<file path="config.mk">
export PLATFORM = sky130hd
export DESIGN_NAME = pit_channel
export DESIGN_NICKNAME = d
export VERILOG_FILES = /design/src/rtl/pit_pkg.sv /design/src/rtl/pit_gate_edge.sv /design/src/rtl/pit_count_core.sv /design/src/rtl/pit_reg_if.sv /design/src/rtl/pit_channel.sv
export SDC_FILE = /design/constraint.sdc
export NUM_CORES = 1
export LEC_CHECK = 0
export ABC_AREA = 1
export CORE_MARGIN = 3
export CORE_UTILIZATION = 36
export DETAILED_ROUTE_END_ITERATION = 10
export DONT_BUFFER_PORTS = 1
export SETUP_SLACK_MARGIN = 0.02
export SYNTH_ARGS = -nofsm -noshare
export SYNTH_HDL_FRONTEND = slang
export SYNTH_SLANG_ARGS = --single-unit
</file>
<file path="constraint.sdc">
create_clock -name clk -period 4.3 [get_ports clk]
set_clock_uncertainty 0.05 [all_clocks]
set_input_delay 0.215 -clock clk [delete_from_list [all_inputs] [get_ports clk]]
set_output_delay 0.215 -clock clk [all_outputs]
set_load 0.01 [all_outputs]
</file>
<file path="src/rtl/pit_pkg.sv">
package pit_pkg;

   typedef enum logic [2:0] {
      M_TC_INT  = 3'd0,
      M_ONESHOT = 3'd1,
      M_RATE    = 3'd2,
      M_SQUARE  = 3'd3,
      M_SW_STB  = 3'd4,
      M_HW_STB  = 3'd5
   } pit_mode_e;

   typedef enum logic [1:0] {
      ACC_LATCH = 2'd0,
      ACC_LO    = 2'd1,
      ACC_HI    = 2'd2,
      ACC_WORD  = 2'd3
   } pit_acc_e;

   localparam int CW_ACC_LSB  = 4;
   localparam int CW_MODE_LSB = 1;

   function automatic pit_mode_e norm_mode(input logic [2:0] f);
      case (f)
         3'd6:    return M_RATE;
         3'd7:    return M_SQUARE;
         default: return pit_mode_e'(f);
      endcase
   endfunction

   function automatic logic is_periodic(input pit_mode_e m);
      return (m == M_RATE) || (m == M_SQUARE);
   endfunction

   function automatic logic is_retrig(input pit_mode_e m);
      return (m == M_ONESHOT) || (m == M_RATE) || (m == M_SQUARE) || (m == M_HW_STB);
   endfunction

endpackage

</file>
<file path="src/rtl/pit_gate_edge.sv">
module pit_gate_edge #(
   parameter int SYNC_STAGES = 0
) (
   input  logic clk,
   input  logic rst_n,
   input  logic gate,
   output logic rise
);
   logic g_s;
   logic g_d;

   generate
      if (SYNC_STAGES == 0) begin : g_direct
         assign g_s = gate;
      end else begin : g_sync
         logic [SYNC_STAGES-1:0] sr;
         always_ff @(posedge clk or negedge rst_n) begin
            if (!rst_n) begin
               sr <= '1;
            end else begin
               sr[0] <= gate;
               for (int i = 1; i < SYNC_STAGES; i++) sr[i] <= sr[i-1];
            end
         end
         assign g_s = sr[SYNC_STAGES-1];
      end
   endgenerate

   // starts high so a gate held high through reset is not an edge
   always_ff @(posedge clk or negedge rst_n) begin
      if (!rst_n) g_d <= 1'b1;
      else        g_d <= g_s;
   end

   assign rise = g_s & ~g_d;
endmodule

</file>
<file path="src/rtl/pit_count_core.sv">
module pit_count_core
   import pit_pkg::*;
#(
   parameter int CNT_W = 16
) (
   input  logic             clk,
   input  logic             rst_n,
   input  logic             tick,
   input  pit_mode_e        mode,
   input  logic             ctrl_stb,
   input  logic             load_stb,
   input  logic [CNT_W:0]   load_val,
   input  logic             grise,
   output logic [CNT_W-1:0] cur_cnt,
   output logic             out
);
   localparam int          PW   = CNT_W + 1;
   localparam logic [PW-1:0] FULL = PW'(1) << CNT_W;
   localparam logic [PW-1:0] ONE  = PW'(1);

   logic [PW-1:0] ph_q, ph_n, n_q, n_n, half;
   logic          wrap_q, wrap_n, run_q, run_n, out_q, out_n;

   always_comb begin
      ph_n   = ph_q;
      n_n    = n_q;
      wrap_n = wrap_q;
      run_n  = run_q;
      if (ctrl_stb) begin
         run_n  = 1'b0;
         ph_n   = '0;
         wrap_n = 1'b0;
      end else if (load_stb) begin
         n_n    = load_val;
         run_n  = 1'b1;
         ph_n   = '0;
         wrap_n = 1'b0;
      end else if (grise && run_q && is_retrig(mode)) begin
         ph_n   = '0;
         wrap_n = 1'b0;
      end else if (tick && run_q) begin
         if (is_periodic(mode)) begin
            if (ph_q + ONE == n_q) begin
               ph_n   = '0;
               wrap_n = 1'b1;
            end else begin
               ph_n = ph_q + ONE;
            end
         end else if (ph_q <= n_q) begin
            ph_n = ph_q + ONE;   // saturates one past the count
         end
      end

      half = (n_n + ONE) >> 1;
      case (mode)
         M_TC_INT, M_ONESHOT: out_n = (ph_n >= n_n);
         M_RATE:              out_n = !((ph_n == '0) && wrap_n);
         M_SQUARE:            out_n = (ph_n < half);
         default:             out_n = (ph_n != n_n);
      endcase
   end

   always_ff @(posedge clk or negedge rst_n) begin
      if (!rst_n) begin
         ph_q   <= '0;
         n_q    <= FULL;
         wrap_q <= 1'b0;
         run_q  <= 1'b1;
         out_q  <= 1'b1;
      end else begin
         ph_q   <= ph_n;
         n_q    <= n_n;
         wrap_q <= wrap_n;
         run_q  <= run_n;
         out_q  <= out_n;
      end
   end

   assign cur_cnt = CNT_W'(n_q - ph_q);
   assign out     = out_q;
endmodule

</file>
<file path="src/rtl/pit_reg_if.sv">
module pit_reg_if
   import pit_pkg::*;
#(
   parameter int BYTE_W = 8,
   parameter int CNT_W  = 2 * BYTE_W
) (
   input  logic              clk,
   input  logic              rst_n,
   input  logic              wr_en,
   input  logic              rd_en,
   input  logic              sel_ctrl,
   input  logic [BYTE_W-1:0] wdata,
   input  logic [CNT_W-1:0]  cur_cnt,
   output logic [BYTE_W-1:0] rdata,
   output pit_mode_e         mode_cur,
   output pit_mode_e         mode_nxt,
   output logic              ctrl_stb,
   output logic              load_stb,
   output logic [CNT_W:0]    load_val
);
   localparam logic [CNT_W:0] FULL = (CNT_W+1)'(1) << CNT_W;

   pit_mode_e          mode_q;
   pit_acc_e           acc_q, acc_n, acc_f;
   logic               wtog_q, wtog_n, rtog_q, rtog_n, lat_q, lat_n;
   logic [BYTE_W-1:0]  lo_q, lo_n;
   logic [CNT_W-1:0]   latv_q, latv_n, raw, src;

   assign acc_f = pit_acc_e'(wdata[CW_ACC_LSB +: 2]);

   always_comb begin
      mode_nxt = mode_q;
      acc_n    = acc_q;
      wtog_n   = wtog_q;
      rtog_n   = rtog_q;
      lat_n    = lat_q;
      latv_n   = latv_q;
      lo_n     = lo_q;
      ctrl_stb = 1'b0;
      load_stb = 1'b0;
      raw      = '0;

      if (rd_en && !sel_ctrl) begin
         if (acc_q == ACC_WORD) begin
            rtog_n = !rtog_q;
            if (rtog_q) lat_n = 1'b0;
         end else begin
            lat_n = 1'b0;
         end
      end

      if (wr_en && sel_ctrl) begin
         if (acc_f == ACC_LATCH) begin
            if (!lat_q) begin
               lat_n  = 1'b1;
               latv_n = cur_cnt;
               rtog_n = 1'b0;
            end
         end else begin
            ctrl_stb = 1'b1;
            mode_nxt = norm_mode(wdata[CW_MODE_LSB +: 3]);
            acc_n    = acc_f;
            wtog_n   = 1'b0;
            rtog_n   = 1'b0;
            lat_n    = 1'b0;
         end
      end else if (wr_en) begin
         case (acc_q)
            ACC_LO: begin
               load_stb = 1'b1;
               raw      = {{BYTE_W{1'b0}}, wdata};
            end
            ACC_HI: begin
               load_stb = 1'b1;
               raw      = {wdata, {BYTE_W{1'b0}}};
            end
            default: begin
               if (!wtog_q) begin
                  lo_n   = wdata;
                  wtog_n = 1'b1;
               end else begin
                  load_stb = 1'b1;
                  raw      = {wdata, lo_q};
                  wtog_n   = 1'b0;
               end
            end
         endcase
      end

      load_val = (raw == '0) ? FULL : {1'b0, raw};
   end

   always_ff @(posedge clk or negedge rst_n) begin
      if (!rst_n) begin
         mode_q <= M_SQUARE;
         acc_q  <= ACC_WORD;
         wtog_q <= 1'b0;
         rtog_q <= 1'b0;
         lat_q  <= 1'b0;
         latv_q <= '0;
         lo_q   <= '0;
      end else begin
         mode_q <= mode_nxt;
         acc_q  <= acc_n;
         wtog_q <= wtog_n;
         rtog_q <= rtog_n;
         lat_q  <= lat_n;
         latv_q <= latv_n;
         lo_q   <= lo_n;
      end
   end

   assign src = lat_q ? latv_q : cur_cnt;

   always_comb begin
      case (acc_q)
         ACC_HI:   rdata = src[BYTE_W +: BYTE_W];
         ACC_WORD: rdata = rtog_q ? src[BYTE_W +: BYTE_W] : src[0 +: BYTE_W];
         default:  rdata = src[0 +: BYTE_W];
      endcase
   end

   assign mode_cur = mode_q;
endmodule

</file>
<file path="src/rtl/pit_channel.sv">
module pit_channel
   import pit_pkg::*;
#(
   parameter int BYTE_W    = 8,
   parameter int GATE_SYNC = 0
) (
   input  logic              clk,
   input  logic              rst_n,
   input  logic              tick,
   input  logic              gate,
   input  logic              wr_en,
   input  logic              rd_en,
   input  logic              sel_ctrl,
   input  logic [BYTE_W-1:0] wdata,
   output logic [BYTE_W-1:0] rdata,
   output logic              out,
   output logic              irq
);
   localparam int CNT_W = 2 * BYTE_W;

   generate
      if (BYTE_W < 6) begin : g_bad_byte
         $error("pit_channel: BYTE_W must hold the control fields (>= 6)");
      end
      if (GATE_SYNC < 0) begin : g_bad_sync
         $error("pit_channel: GATE_SYNC must not be negative");
      end
   endgenerate

   pit_mode_e        mode_cur, mode_nxt;
   logic             ctrl_stb, load_stb, gate_rise;
   logic [CNT_W:0]   load_val;
   logic [CNT_W-1:0] cur_cnt;

   pit_gate_edge #(.SYNC_STAGES(GATE_SYNC)) u_gate (
      .clk(clk), .rst_n(rst_n), .gate(gate), .rise(gate_rise)
   );

   pit_reg_if #(.BYTE_W(BYTE_W), .CNT_W(CNT_W)) u_regs (
      .clk(clk), .rst_n(rst_n), .wr_en(wr_en), .rd_en(rd_en),
      .sel_ctrl(sel_ctrl), .wdata(wdata), .cur_cnt(cur_cnt), .rdata(rdata),
      .mode_cur(mode_cur), .mode_nxt(mode_nxt), .ctrl_stb(ctrl_stb),
      .load_stb(load_stb), .load_val(load_val)
   );

   pit_count_core #(.CNT_W(CNT_W)) u_core (
      .clk(clk), .rst_n(rst_n), .tick(tick), .mode(mode_nxt),
      .ctrl_stb(ctrl_stb), .load_stb(load_stb), .load_val(load_val),
      .grise(gate_rise), .cur_cnt(cur_cnt), .out(out)
   );

   assign irq = out;
endmodule

</file>
# == Word level (Yosys, flattened, before mapping) ==
# Cells that the tools add are included.
# classes
magnitude_cmp,3
multipliers,0
muxes,51
shift,0
n_bitwise,6
eq_ne,13
addsub,3
n_div,0
reduce_logical,25
# ops
cell,count
17-bit two-way mux,10
16-bit two-way mux,4
17-bit by 1-bit adder with 17-bit output (second input constant),2
16-bit one-hot mux with 2 select lines,1
1-bit two-way mux,30
17-bit equality test,1
17-bit >= comparator,1
17-bit less-or-equal comparator,1
17-bit zero test,1
17-bit by 16-bit < comparator with 1-bit output,1
17-bit != test,1
16-bit zero test,1
8-bit one-hot mux with 2 select lines,1
16-bit subtractor,1
3-bit equality test (second input constant),3
8-bit two-way mux,1
3-bit by 2-bit equality test with 1-bit output (second input constant),2
1-bit logical AND,6
3-bit two-way mux,2
3-bit one-hot mux with 2 select lines,1
1-bit inverter,5
2-bit equality test (second input constant),2
1-bit logical OR,4
2-bit AND reduction,2
other kinds (13),17
# totals
ramBits,0
output_inout_bits,10
regBits,70
elab_cells,114
latchBits,0
mem_bits_ro,0
in_bits,15
mem_count,0

# == Depth between registers and ports, before layout ==
# Gate-level depths: netlist (run 1).
# logic_depth
depth_word,16
depth_mapped,30
ltp_nobuf,29

# == By module ==
# From an unflattened synthesis (run 1), not the netlist that was laid out.
# hier_totals
cells_unflattened,1044
area_unflattened_um2,7015.5
# by_module_without_submodules
module,cells_each,area_per_inst_um2,seq_area_each_um2,n_inst
pit_count_core,735,4890.9,929.6,1
pit_reg_if,305,2080.7,805.8,1
pit_gate_edge,3,36.3,26.3,1
pit_channel,1,7.5,0.0,1

# == Least setup slack after synthesis (run 1) ==
# No wires, ideal clock.
# synth_path
path_type,reg-to-reg
startpoint,register u_regs.acc_q[0]
endpoint,register u_core.out_q (netlist: u_core.out)
period_less_slack_ps,3678
arrival_ps,3568
required_time_ps,4189
path_buffers,1
setup_time_ps,61
path_slack_ps,622
path_stages_with_launch,27
path_cell_list,dfstp_2 inv_1 ha_1 inv_1 nor2_2 nor2_4 inv_4 buf_2 a21oi_1 inv_1 nand3_1 nor3_1 nand3_1 nor2_1 nand3_1 nor3_1 o22ai_1 ha_1 a21oi_1 o21ai_0 nand4_1 nand2_1 nor2_1 nand3_1 nand2_1 clkinv_1 nand3_2
# synth_between
elab_chain_len,11
elab_cells_between_ends,25
cone_classes,add/sub: 1; order compare: 2; eq/ne: 3; mux: 14; reduce/logical: 5
# synth_rtl
element,line,text
"start, declared",pit_reg_if.sv:24,"pit_acc_e acc_q, acc_n, acc_f;"
"start signal, assigned",pit_reg_if.sv:104,acc_q <= acc_n;
2-bit equality test / 2-bit by 1-bit equality test with 1-bit output (equally long branches),pit_reg_if.sv:68,case (acc_q)
16-bit one-hot mux with 2 select lines,pit_reg_if.sv:68,
16-bit two-way mux,pit_reg_if.sv:67,end else if (wr_en) begin
16-bit two-way mux,pit_reg_if.sv:52,if (wr_en && sel_ctrl) begin
16-bit zero test,pit_reg_if.sv:90,"load_val = (raw == '0) ? FULL : {1'b0, raw};"
17-bit two-way mux,pit_reg_if.sv:90,
17-bit two-way mux *,pit_count_core.sv:33,end else if (load_stb) begin
17-bit two-way mux *,pit_count_core.sv:29,if (ctrl_stb) begin
via u_core.n_n[0],pit_count_core.sv:21,"logic [PW-1:0] ph_q, ph_n, n_q, n_n, half;"
17-bit by 1-bit adder with 17-bit output,pit_count_core.sv:54,half = (n_n + ONE) >> 1;
17-bit by 16-bit < comparator with 1-bit output,pit_count_core.sv:58,M_SQUARE: out_n = (ph_n < half);
1-bit one-hot mux with 3 select lines *,pit_count_core.sv:55,case (mode)
via u_core.out_n,pit_count_core.sv:22,"logic wrap_q, wrap_n, run_q, run_n, out_q, out_n;"
"end signal, assigned",pit_count_core.sv:75,out_q <= out_n;
"end, declared",pit_count_core.sv:22,
# The timed path passes the listed nets; every way through them passes the cells marked *.
# A chain may end at the register's enable or synchronous reset.

# == Worst setup path after layout (run 1) ==
# Ends and elaborated chain as after synthesis.

==> flow_metrics.py, run 1 <==
metrics = {
    "logic_synthesis": {
        "synth_area_um2": 6900,
        "synth_seq_cells": 70,
        "synth_area_leaders": "dfrtp_1, nand2_1, ha_1",
        "synth-async-reset-ratio": 1.00,
        "yosysTopAreaCell": "dfrtp_1",
        "synth_top_area_frac": 0.225,
        "synth_ff_type": "dfrtp_1",
        "synth_edf_count": 0,
        "yosys_warnings": 0,
        "ys_seq_area_frac": 0.255,
        "syn_area_per_cell_um2": 6.78,
        "synth_cell_type_count": 55,
        "synth_nets": 1100,
        "syn_inst": 1018,
    },
    "global_route": {
        "grt_pass1_vias": 6088,
        "antenna_found_initial": 0,
        "globalRouteOverflowTotal": 0,
        "grt_util_all_layers": 0.198,
        "grt_pass1_wl_mm": 32.1,
        "grt_max_degree": 71,
    },
    "final_layout": {
        "final_area_um2": 7760,
        "diodes": 0,
        "mostFrequentLayoutCells": "nand2_1, inv_1, nor2_1",
        "drive_gt1_frac": 0.133,
        "layout.cells.non_filler": 1279,
        "final_util": 0.422,
        "n_fill_cell": 1946,
        "finalNetCount": 1127,
        "syn_to_final_growth_pct": 12.4,
        "final_common_cell": "nand2_1",
    },
    "floorplan": {
        "initial_utilization": 0.375,
        "die_h_um": 144,
        "placementRows": 49,
        "die-width_um": 144,
        "dieArea_um2": 20900,
        "ios": 25,
        "core_area_um2": 18400,
    },
    "sta": {
        "timing.fmax_ghz": 0.249,
        "slew_headroom": 0.558,
        "setup_tns_ns": 0,
        "setup_viol": 0,
        "hold_violations": 0,
        "final.setup.worst_slack_ns": 0.281,
        "worst_pin_slew_ns": 0.659,
        "drv_slew": 0,
        "post-route-period-util": 0.935,
        "period_minus_slack_ns": 4.02,
        "fin_hold_ws_ns": 0.0231,
    },
    "worst_hold_path": {
        "hold_start": "sel_ctrl",
        "hold_class": "input pin to flop",
        "holdPathEnd": "u_regs.acc_q[0]",
        "hold_depth": 2,
    },
    "power_and_ir_drop": {
        "p_clk_frac": 0.135,
        "p_seq_frac": 0.194,
        "swShare": 0.515,
        "intPower_mw": 2.89,
        "powerDensity_nw_per_um2": 768,
        "finalPower_mw": 5.96,
        "power_frac_comb": 0.671,
        "p_leak_nw": 4.04,
        "switching_power_mw": 3.07,
        "irDropWorstVdd_mv": 0.290,
    },
    "place": {
        "dp.final_hpwl_mm": 16.3,
        "place_congestion": 0.906,
        "placedCellCount": 1255,
        "io_buffers": 0,
        "dp_slack_ns": 0.192,
        "postPlaceCellArea_um2": 7260,
    },
    "setup_path": {
        "max_stage_delay_ns": 0.55,
        "regToRegSetupSlack_ns": 0.28,
        "cp_top_family": "simple AND/OR/NAND/NOR gates",
        "cp-startpoint": "u_regs.acc_q[0]",
        "cp_slowest_cell": "dfstp_2",
        "crit_fanout": 18,
        "critPathLaunchType": "flop",
        "timing.rr.end": "u_core.out",
        "r2r-start": "u_regs.acc_q[0]",
        "cp.arrival_ns": 4.26,
        "crit_type": "flop to flop",
        "cp.required_ns": 4.54,
        "crit_buf_inv": 7,
        "endpoint_kind": "flop",
        "reg2reg_depth": 26,
    },
    "cts": {
        "cts_buffers": 9,
        "clkLatencyLatePin_ns": 0.35,
        "clk_pin_slew_ns": 0.06,
        "clock-sinks": 70,
        "cts_max_level": 3,
        "cts_tree": "yes",
        "cts_buffer_depth": 2,
        "clock-root-buffer": "clkbuf_16",
    },
    "routing": {
        "drt_iter0_markers": 533,
        "post_drt_wl_per_cell_um": 15.7,
        "drtAntennaViolNets": 0,
        "vias": 6554,
        "routed_wl_mm": 20.1,
        "vias_per_cell": 5.12,
        "first_pass_iters": 5,
        "drc": 0,
    },
    "flow_run": {
        "drv_cap": 0,
    },
    "run_status": {
        "status": "complete, no violations",
    },
}
-- per-layer routing --
metal	routed length [µm]	track usage
met1	9810	0.287
met3	1340	0.0384
met5	0	0
met4	244	0.0422
met2	8690	0.306
-- cell usage after synthesis, types with 2 or more instances --
| master | count |
|---|---|
| buf_6 | 4 |
| ha_1 | 66 |
| o22ai_1 | 10 |
| or2_2 | 5 |
| a21o_1 | 3 |
| buf_4 | 4 |
| o31ai_1 | 3 |
| nand3_2 | 5 |
| a21oi_1 | 54 |
| xor2_1 | 15 |
| nand3b_1 | 3 |
| o21ai_2 | 2 |
| nand4_2 | 5 |
| nand2_1 | 257 |
| xnor3_1 | 2 |
| nand4_1 | 28 |
| o21ai_0 | 71 |
| nor2_1 | 86 |
| a22oi_1 | 2 |
| buf_2 | 4 |
| nor2_2 | 11 |
| a211oi_1 | 2 |
| nor2_8 | 2 |
| o221a_2 | 2 |
| o211ai_1 | 4 |
| nand2_2 | 8 |
| nand3_1 | 69 |
| nor3_1 | 17 |
| o21ai_1 | 7 |
| nor2_4 | 8 |
| a31oi_1 | 2 |
| dfrtp_1 | 62 |
| inv_2 | 8 |
| clkbuf_1 | 8 |
| nor4_1 | 4 |
| nand2_4 | 4 |
| clkinv_1 | 4 |
| inv_1 | 143 |
| dfstp_2 | 8 |
-- repair_timing --
item                                    4_1_cts  5_1_grt
endpoints found under the hold margin        71        0
gates resized for setup                       0       20
endpoints found under the setup margin        0        1
setup buffers                                 0        5
hold buffers                                  3        0
-- power groups by stage --
stage	Sequential [mW]	Combinational (mW)	Clock, mW
floorplan	1.10	2.93	0
global placement	1.15	3.85	0
detailed placement	1.16	3.87	0
CTS	1.15	3.91	0.820
global route	1.18	4.60	0.847
finish	1.16	4.00	0.803
-- worst max path at each step --
stage,endpoint,slack [ns],cells after the start
floorplan,u_core.out,0.62,26
global placement,u_core.out,0.16,25
global route,u_core.out,-0.03,26
finish,u_core.out,0.28,26
detailed placement,u_core.out,0.19,26
CTS,u_core.out,0.15,26
-- kinds of logic after synthesis --
| group | after synthesis | share of synthesized area |
|---|---|---|
| DFF | 70 | 0.255 |
| and+or+nand+nor | 516 | 0.351 |
| buffers and inverters | 178 | 0.107 |
| adders and majority gates | 67 | 0.123 |
| AOI/OAI and AO/OA | 169 | 0.138 |
| xor gates and xnor gates | 18 | 0.0268 |
-- state kept, by name (all words and copies together), names as in the netlist, 2 cells and up --
| register | count |
|---|---|
| u_core.ph_q | 17 |
| u_core.n_q | 17 |
| u_regs.lo_q | 8 |
| u_regs.mode_cur | 3 |
| u_regs.latv_q | 16 |
| u_regs.acc_q | 2 |
-- layout make-up --
| class | count | area, µm² | share of cell area |
|---|---|---|---|
| clock buffer | 12 | 267 | 0.0344 |
| clock inverter | 4 | 53.8 | 0.00694 |
| inverter | 157 | 597 | 0.0769 |
| multi-input combinational | 770 | 4490 | 0.578 |
| sequential | 70 | 1760 | 0.227 |
| tap | 229 | 287 | 0.0369 |
| timing repair buffer | 37 | 307 | 0.0395 |
Note: power is estimated with default switching activity, not from simulation.
==> run 2, diff against run 1 <==
--- a/config.mk
+++ b/config.mk
@@ -6,10 +6,11 @@
 export NUM_CORES = 1
 export LEC_CHECK = 0
 export ABC_AREA = 1
+export BUFFER_PORTS_ARGS = -buffer_cell sky130_fd_sc_hd__clkbuf_2
 export CORE_MARGIN = 3
 export CORE_UTILIZATION = 36
 export DETAILED_ROUTE_END_ITERATION = 10
-export DONT_BUFFER_PORTS = 1
+export GPL_TIMING_DRIVEN = 0
 export SETUP_SLACK_MARGIN = 0.02
 export SYNTH_ARGS = -nofsm -noshare
 export SYNTH_HDL_FRONTEND = slang
==> flow_metrics.py, run 2 (same netlist as run 1, synthesis figures left out) <==
metrics = {
    "sta": {
        "post-route-period-util": 0.928,
        "period_minus_slack_ns": 3.99,
        "setup_tns_ns": 0,
        "worst_pin_slew_ns": 0.681,
        "slew_headroom": 0.546,
        "rsz0062_at_grt": "no",
        "hold_violations": 0,
        "fin_hold_ws_ns": 0.116,
        "setup_viol": 0,
        "drv_slew": 0,
        "timing.fmax_ghz": 0.250,
    },
    "setup_path": {
        "cp.required_ns": 4.53,
        "crit_type": "flop to flop",
        "crit_fanout": 10,
        "critPathLaunchType": "flop",
        "cp-startpoint": "u_regs.acc_q[0]",
        "r2r-start": "u_regs.acc_q[0]",
        "cp.arrival_ns": 4.22,
        "endpoint_kind": "flop",
    },
    "routing": {
        "routed_wl_mm": 20.0,
        "first_pass_iters": 7,
        "drt_iter0_markers": 519,
        "drc": 0,
        "vias": 6638,
        "vias_per_cell": 5.11,
        "post_drt_wl_per_cell_um": 15.4,
        "drtAntennaViolNets": 0,
    },
    "global_route": {
        "grt_pass1_wl_mm": 32.3,
        "grt_pass1_vias": 6366,
        "antenna_found_initial": 0,
        "grt_max_degree": 57,
        "globalRouteOverflowTotal": 0,
        "grt_util_all_layers": 0.197,
    },
    "floorplan": {
        "ios": 25,
        "dieArea_um2": 20900,
        "placementRows": 49,
        "die_h_um": 144,
        "initial_utilization": 0.375,
        "core_area_um2": 18400,
        "die-width_um": 144,
    },
    "cts": {
        "clk_pin_slew_ns": 0.06,
        "clkLatencyLatePin_ns": 0.35,
        "cts_buffer_depth": 2,
        "clock-sinks": 70,
        "cts_buffers": 9,
        "cts_tree": "yes",
        "clock-root-buffer": "clkbuf_16",
        "cts_max_level": 3,
    },
    "final_layout": {
        "top_regs": "u_core.n_q: 17 flops, u_core.ph_q: 17 flops, u_regs.latv_q: 16 flops",
        "drive_gt1_frac": 0.152,
        "finalNetCount": 1146,
        "mostFrequentLayoutCells": "nand2_1, inv_1, nor2_1",
        "syn_to_final_growth_pct": 14.3,
        "diodes": 0,
        "layout.cells.non_filler": 1298,
        "final_common_cell": "nand2_1",
    },
    "flow_run": {
        "drv_cap": 0,
    },
    "power_and_ir_drop": {
        "irDropWorstVdd_mv": 0.301,
        "p_leak_nw": 4.11,
        "powerDensity_nw_per_um2": 765,
    },
    "worst_hold_path": {
        "hold_start": "wdata[7]",
        "hold_class": "input pin to flop",
    },
    "run_status": {
        "status": "complete, no violations",
    },
    "place": {
        "placedCellCount": 1272,
        "io_buffers": 24,
        "place_congestion": 0.900,
        "dp.final_hpwl_mm": 16.3,
    },
}
[run 2: cell count changes in the layout (fill, tap and decap cells not counted), moves of 2 or more]
| cell | delta |
|---|---|
| buf_4 | -21 |
| clkbuf_8 | -2 |
| nand3_2 | +2 |
| clkinv_2 | +2 |
| nor2_2 | +2 |
| inv_1 | -2 |
| clkbuf_2 | +23 |
| nand3_1 | -2 |
| buf_6 | +5 |
| clkinvlp_4 | -2 |
| clkbuf_1 | +8 |
| nor2_1 | -3 |
[run 2: worst max-delay path: stages, from the launching register on]
cell	delay, ns
dfstp_2	0.55
inv_1	0.08
ha_4	0.30
inv_4	0.05
buf_4	0.16
o21ai_0	0.07
o21ai_1	0.09
nor2_1	0.18
a21oi_2	0.07
inv_2	0.10
nand3_1	0.15
nor3_2	0.26
nand3_2	0.14
nor2_2	0.19
nand3_2	0.14
nor3_2	0.14
o22ai_1	0.11
ha_1	0.33
nand4_1	0.11
inv_1	0.07
nand4_1	0.15
nand3b_1	0.20
nand3_1	0.09
nand2_1	0.06
clkinv_1	0.05
nand3_2	0.05
[run 2: timing repair]
| item | 4_1_cts | 5_1_grt |
|---|---|---|
| hold endpoints to repair | 15 | 0 |
| resized for setup | 5 | 37 |
| pin swaps | 0 | 12 |
| setup endpoints to repair | 1 | 1 |
| hold buffers | 2 | 0 |
| buffers inserted | 0 | 8 |
[run 2: final timing paths]
kind,to,slack [ns],cells past startpoint
worst max-delay path,u_core.out,0.31,25
worst min-delay path,u_regs.lo_q[7],0.12,3
worst max register to register,u_core.out,0.31,25
worst min register to register,u_regs.latv_q[0],0.43,2
max in group asynchronous,u_core.n_q[16],3.33,3
min in group asynchronous,u_regs.latv_q[0],0.25,2
[run 2: report_power, final]
| part | total (mW) | internal (mW) | switching [mW] | leakage (nW) |
|---|---|---|---|---|
| logic | 3.99 | 1.49 | 2.50 | 3.08 |
| registers | 1.22 | 0.920 | 0.300 | 0.877 |
| clock network | 0.825 | 0.510 | 0.315 | 0.160 |
[run 2: final cells by class]
class,instances,area [µm²]
plain buffers,21,161
clock buffers,9,225
clock inverters,7,96.3
fillers,1969,10500
inverters,157,599
multi-input cells,770,4520
flip-flops and latches,70,1760
well taps,229,287
repair buffers,35,230
[run 2: routing by layer]
| metal | global-route usage | routed length (µm) | vias up |
|---|---|---|---|
| met5 | 0 | 0 | - |
| li1 | - | - | 3433 |
| met3 | 0.0278 | 821 | 22 |
| met4 | 0.0525 | 342 | 0 |
| met2 | 0.325 | 9240 | 136 |
| met1 | 0.272 | 9640 | 3047 |
[run 2: per-stage QoR]
stage	power, mW	setup slack [ns]	instance area (µm²)	utilization
detailed placement	5.03	-0.122	7340	0.399
finish	6.04	0.308	7890	0.429
global placement	4.99	-0.118	7310	0.397
global route	6.69	0.0224	7890	0.429
floorplan	4.03	0.622	6900	-
CTS	5.90	0.0374	7690	0.418
==> run 3, diff against run 2 <==
--- a/config.mk
+++ b/config.mk
@@ -14,4 +14,5 @@
 export SETUP_SLACK_MARGIN = 0.02
 export SYNTH_ARGS = -nofsm -noshare
 export SYNTH_HDL_FRONTEND = slang
+export SYNTH_HIERARCHICAL = 1
 export SYNTH_SLANG_ARGS = --single-unit
==> flow_metrics.py, run 3 <==
metrics = {
    "logic_synthesis": {
        "yosysTopAreaCell": "dfrtp_1",
        "synth_seq_cells": 70,
        "synth_area_um2": 7020,
        "yosys_warnings": 6,
        "synth_cell_type_count": 47,
        "synth_ff_type": "dfrtp_1",
        "yosysMostFrequentCell": "nand2_1",
        "synth_area_leaders": "dfrtp_1, nand2_1, ha_1",
        "synthTopCellsByCount": "nand2_1, inv_1, nor2_1",
        "synth_edf_count": 0,
        "ys_seq_area_frac": 0.251,
        "synth_nets": 1129,
        "synth_top_area_frac": 0.221,
        "syn_inst": 1044,
        "syn_area_per_cell_um2": 6.72,
        "synth-async-reset-ratio": 1.00,
    },
    "cts": {
        "clock-sinks": 70,
        "cts_buffers": 9,
        "clkLatencyLatePin_ns": 0.35,
        "clk_pin_slew_ns": 0.06,
        "cts_max_level": 3,
        "clock-root-buffer": "clkbuf_16",
        "cts_tree": "yes",
        "cts_buffer_depth": 2,
    },
    "place": {
        "io_buffers": 24,
        "dp.final_hpwl_mm": 16.7,
        "place_congestion": 0.915,
        "dp_slack_ns": -0.595,
        "postPlaceCellArea_um2": 7490,
        "placedCellCount": 1329,
    },
    "final_layout": {
        "final_common_cell": "nand2_1",
        "final_area_um2": 8360,
        "top_regs": "u_core/n_q: 17 flops, u_core/ph_q: 17 flops, u_regs/latv_q: 16 flops",
        "diodes": 0,
        "drive_gt1_frac": 0.188,
        "seq_area_um2": 1780,
        "syn_to_final_growth_pct": 19.2,
        "multiInputGateArea_um2": 4670,
        "n_fill_cell": 2003,
        "mostFrequentLayoutCells": "nand2_1, inv_1, nor2_1",
        "layout.cells.non_filler": 1380,
        "finalNetCount": 1200,
        "final_util": 0.443,
    },
    "routing": {
        "vias": 6909,
        "first_pass_iters": 5,
        "post_drt_wl_per_cell_um": 15.4,
        "drtAntennaViolNets": 0,
        "drc": 0,
        "routed_wl_mm": 21.2,
        "drt_iter0_markers": 554,
        "vias_per_cell": 5.01,
    },
    "power_and_ir_drop": {
        "p_leak_nw": 4.43,
        "irDropWorstVdd_mv": 0.274,
        "finalPower_mw": 6.05,
        "powerDensity_nw_per_um2": 724,
    },
    "sta": {
        "setup_tns_ns": 0,
        "slew_headroom": 0.342,
        "post-route-period-util": 0.951,
        "final.setup.worst_slack_ns": 0.212,
        "fin_hold_ws_ns": 0.103,
        "period_minus_slack_ns": 4.09,
        "drv_slew": 0,
        "timing.fmax_ghz": 0.245,
        "hold_violations": 0,
        "setup_viol": 0,
        "worst_pin_slew_ns": 0.987,
    },
    "floorplan": {
        "initial_utilization": 0.371,
        "core_area_um2": 18900,
        "die-width_um": 146,
        "placementRows": 50,
        "die_h_um": 146,
        "dieArea_um2": 21200,
        "ios": 25,
    },
    "setup_path": {
        "crit_type": "flop to flop",
        "timing.rr.end": "u_core/out",
        "cp_top_family": "simple AND/OR/NAND/NOR gates",
        "cp-startpoint": "u_core/n_q[16]",
        "cp.arrival_ns": 4.28,
        "max_stage_delay_ns": 0.57,
        "crit_fanout": 10,
        "endpoint_kind": "flop",
        "cp.required_ns": 4.49,
        "cp.depth": 23,
        "crit_buf_inv": 3,
        "reg2reg_depth": 23,
        "crit_chain": "inv_1 > ha_1 > nand2_1 > nor2_2 > and3_1 > nand3b_1 > nand3_4 > buf_8 > nand3_1 > nand3_1 > nand4_1 > inv_2 > ha_1 > a21oi_1 > o21ai_1 > a221oi_1 > nor3_1 > nor3b_2 > o21ai_0 > nand2_1 > a21oi_1 > o21ai_0 > nand4_1",
        "regToRegSetupSlack_ns": 0.21,
        "cp_slowest_cell": "dfstp_2",
        "r2r-start": "u_core/n_q[16]",
        "critPathLaunchType": "flop",
        "cp-endpoint": "u_core/out",
    },
    "global_route": {
        "gr-usage-met2": 0.322,
        "grt_pass1_vias": 6321,
        "use_met3": 0.0333,
        "grt_util_met1": 0.266,
        "busiest_layer": "met2",
        "grt_pass1_wl_mm": 33.4,
        "grt_max_degree": 59,
        "antenna_found_initial": 0,
        "globalRouteOverflowTotal": 0,
        "grt_util_all_layers": 0.196,
    },
    "worst_hold_path": {
        "hold_class": "input pin to flop",
    },
    "flow_run": {
        "drv_cap": 0,
    },
    "run_status": {
        "status": "complete, no violations",
    },
}
-- run 3: timing repair --
action,4_1_cts,5_1_grt
hold buffers,2,0
pin swaps,7,18
setup endpoints to repair,1,1
resized for setup,20,67
hold endpoints to repair,13,0
setup buffers,11,24
-- run 3: final cells by class --
type	instances	share of cell area
Buffer	23	0.0199
Sequential cell	70	0.213
Clock inverter	5	0.00973
Tap cell	260	0.0389
Timing Repair Buffer	62	0.0518
Clock buffer	11	0.0290
Multi-Input combinational cell	774	0.559
Inverter	175	0.0789
-- run 3: tightest hold or removal path, delay by kind of cell --
kind / cells / cell delay (ns)
buffers and inverters: 2 / 0.16
AOI/OAI and AO/OA: 1 / 0.08
-- run 3: worst min-delay path by stage --
stage | start | end | cells past startpoint
after floorplan | rst_n | u_core/n_q[0] | 0
after global placement | gate | u_gate/g_d | 1
after detailed placement | rst_n | u_regs/latv_q[1] | 1
after CTS | wdata[0] | u_regs/lo_q[0] | 3
after global routing | wdata[7] | u_regs/lo_q[7] | 3
final | wdata[0] | u_regs/lo_q[0] | 3
-- run 3: power by group --
part           switching [mW]  total, mW  internal (mW)
Combinational            2.42       3.99           1.56
Sequential              0.290       1.23          0.945
Clock                   0.306      0.831          0.525
Total                    3.02       6.05           3.03
-- run 3: kinds of logic after synthesis --
family | share of synthesized area
xor+xnor | 0.0439
simple gates | 0.336
buf+inv | 0.114
flops | 0.251
fa+ha+maj | 0.126
compound gates | 0.129
-- run 3: layer usage --
metal	routed length, µm	part of all wire
met1	9960	0.47
met5	0	0
met3	1050	0.049
met4	408	0.019
met2	9830	0.46
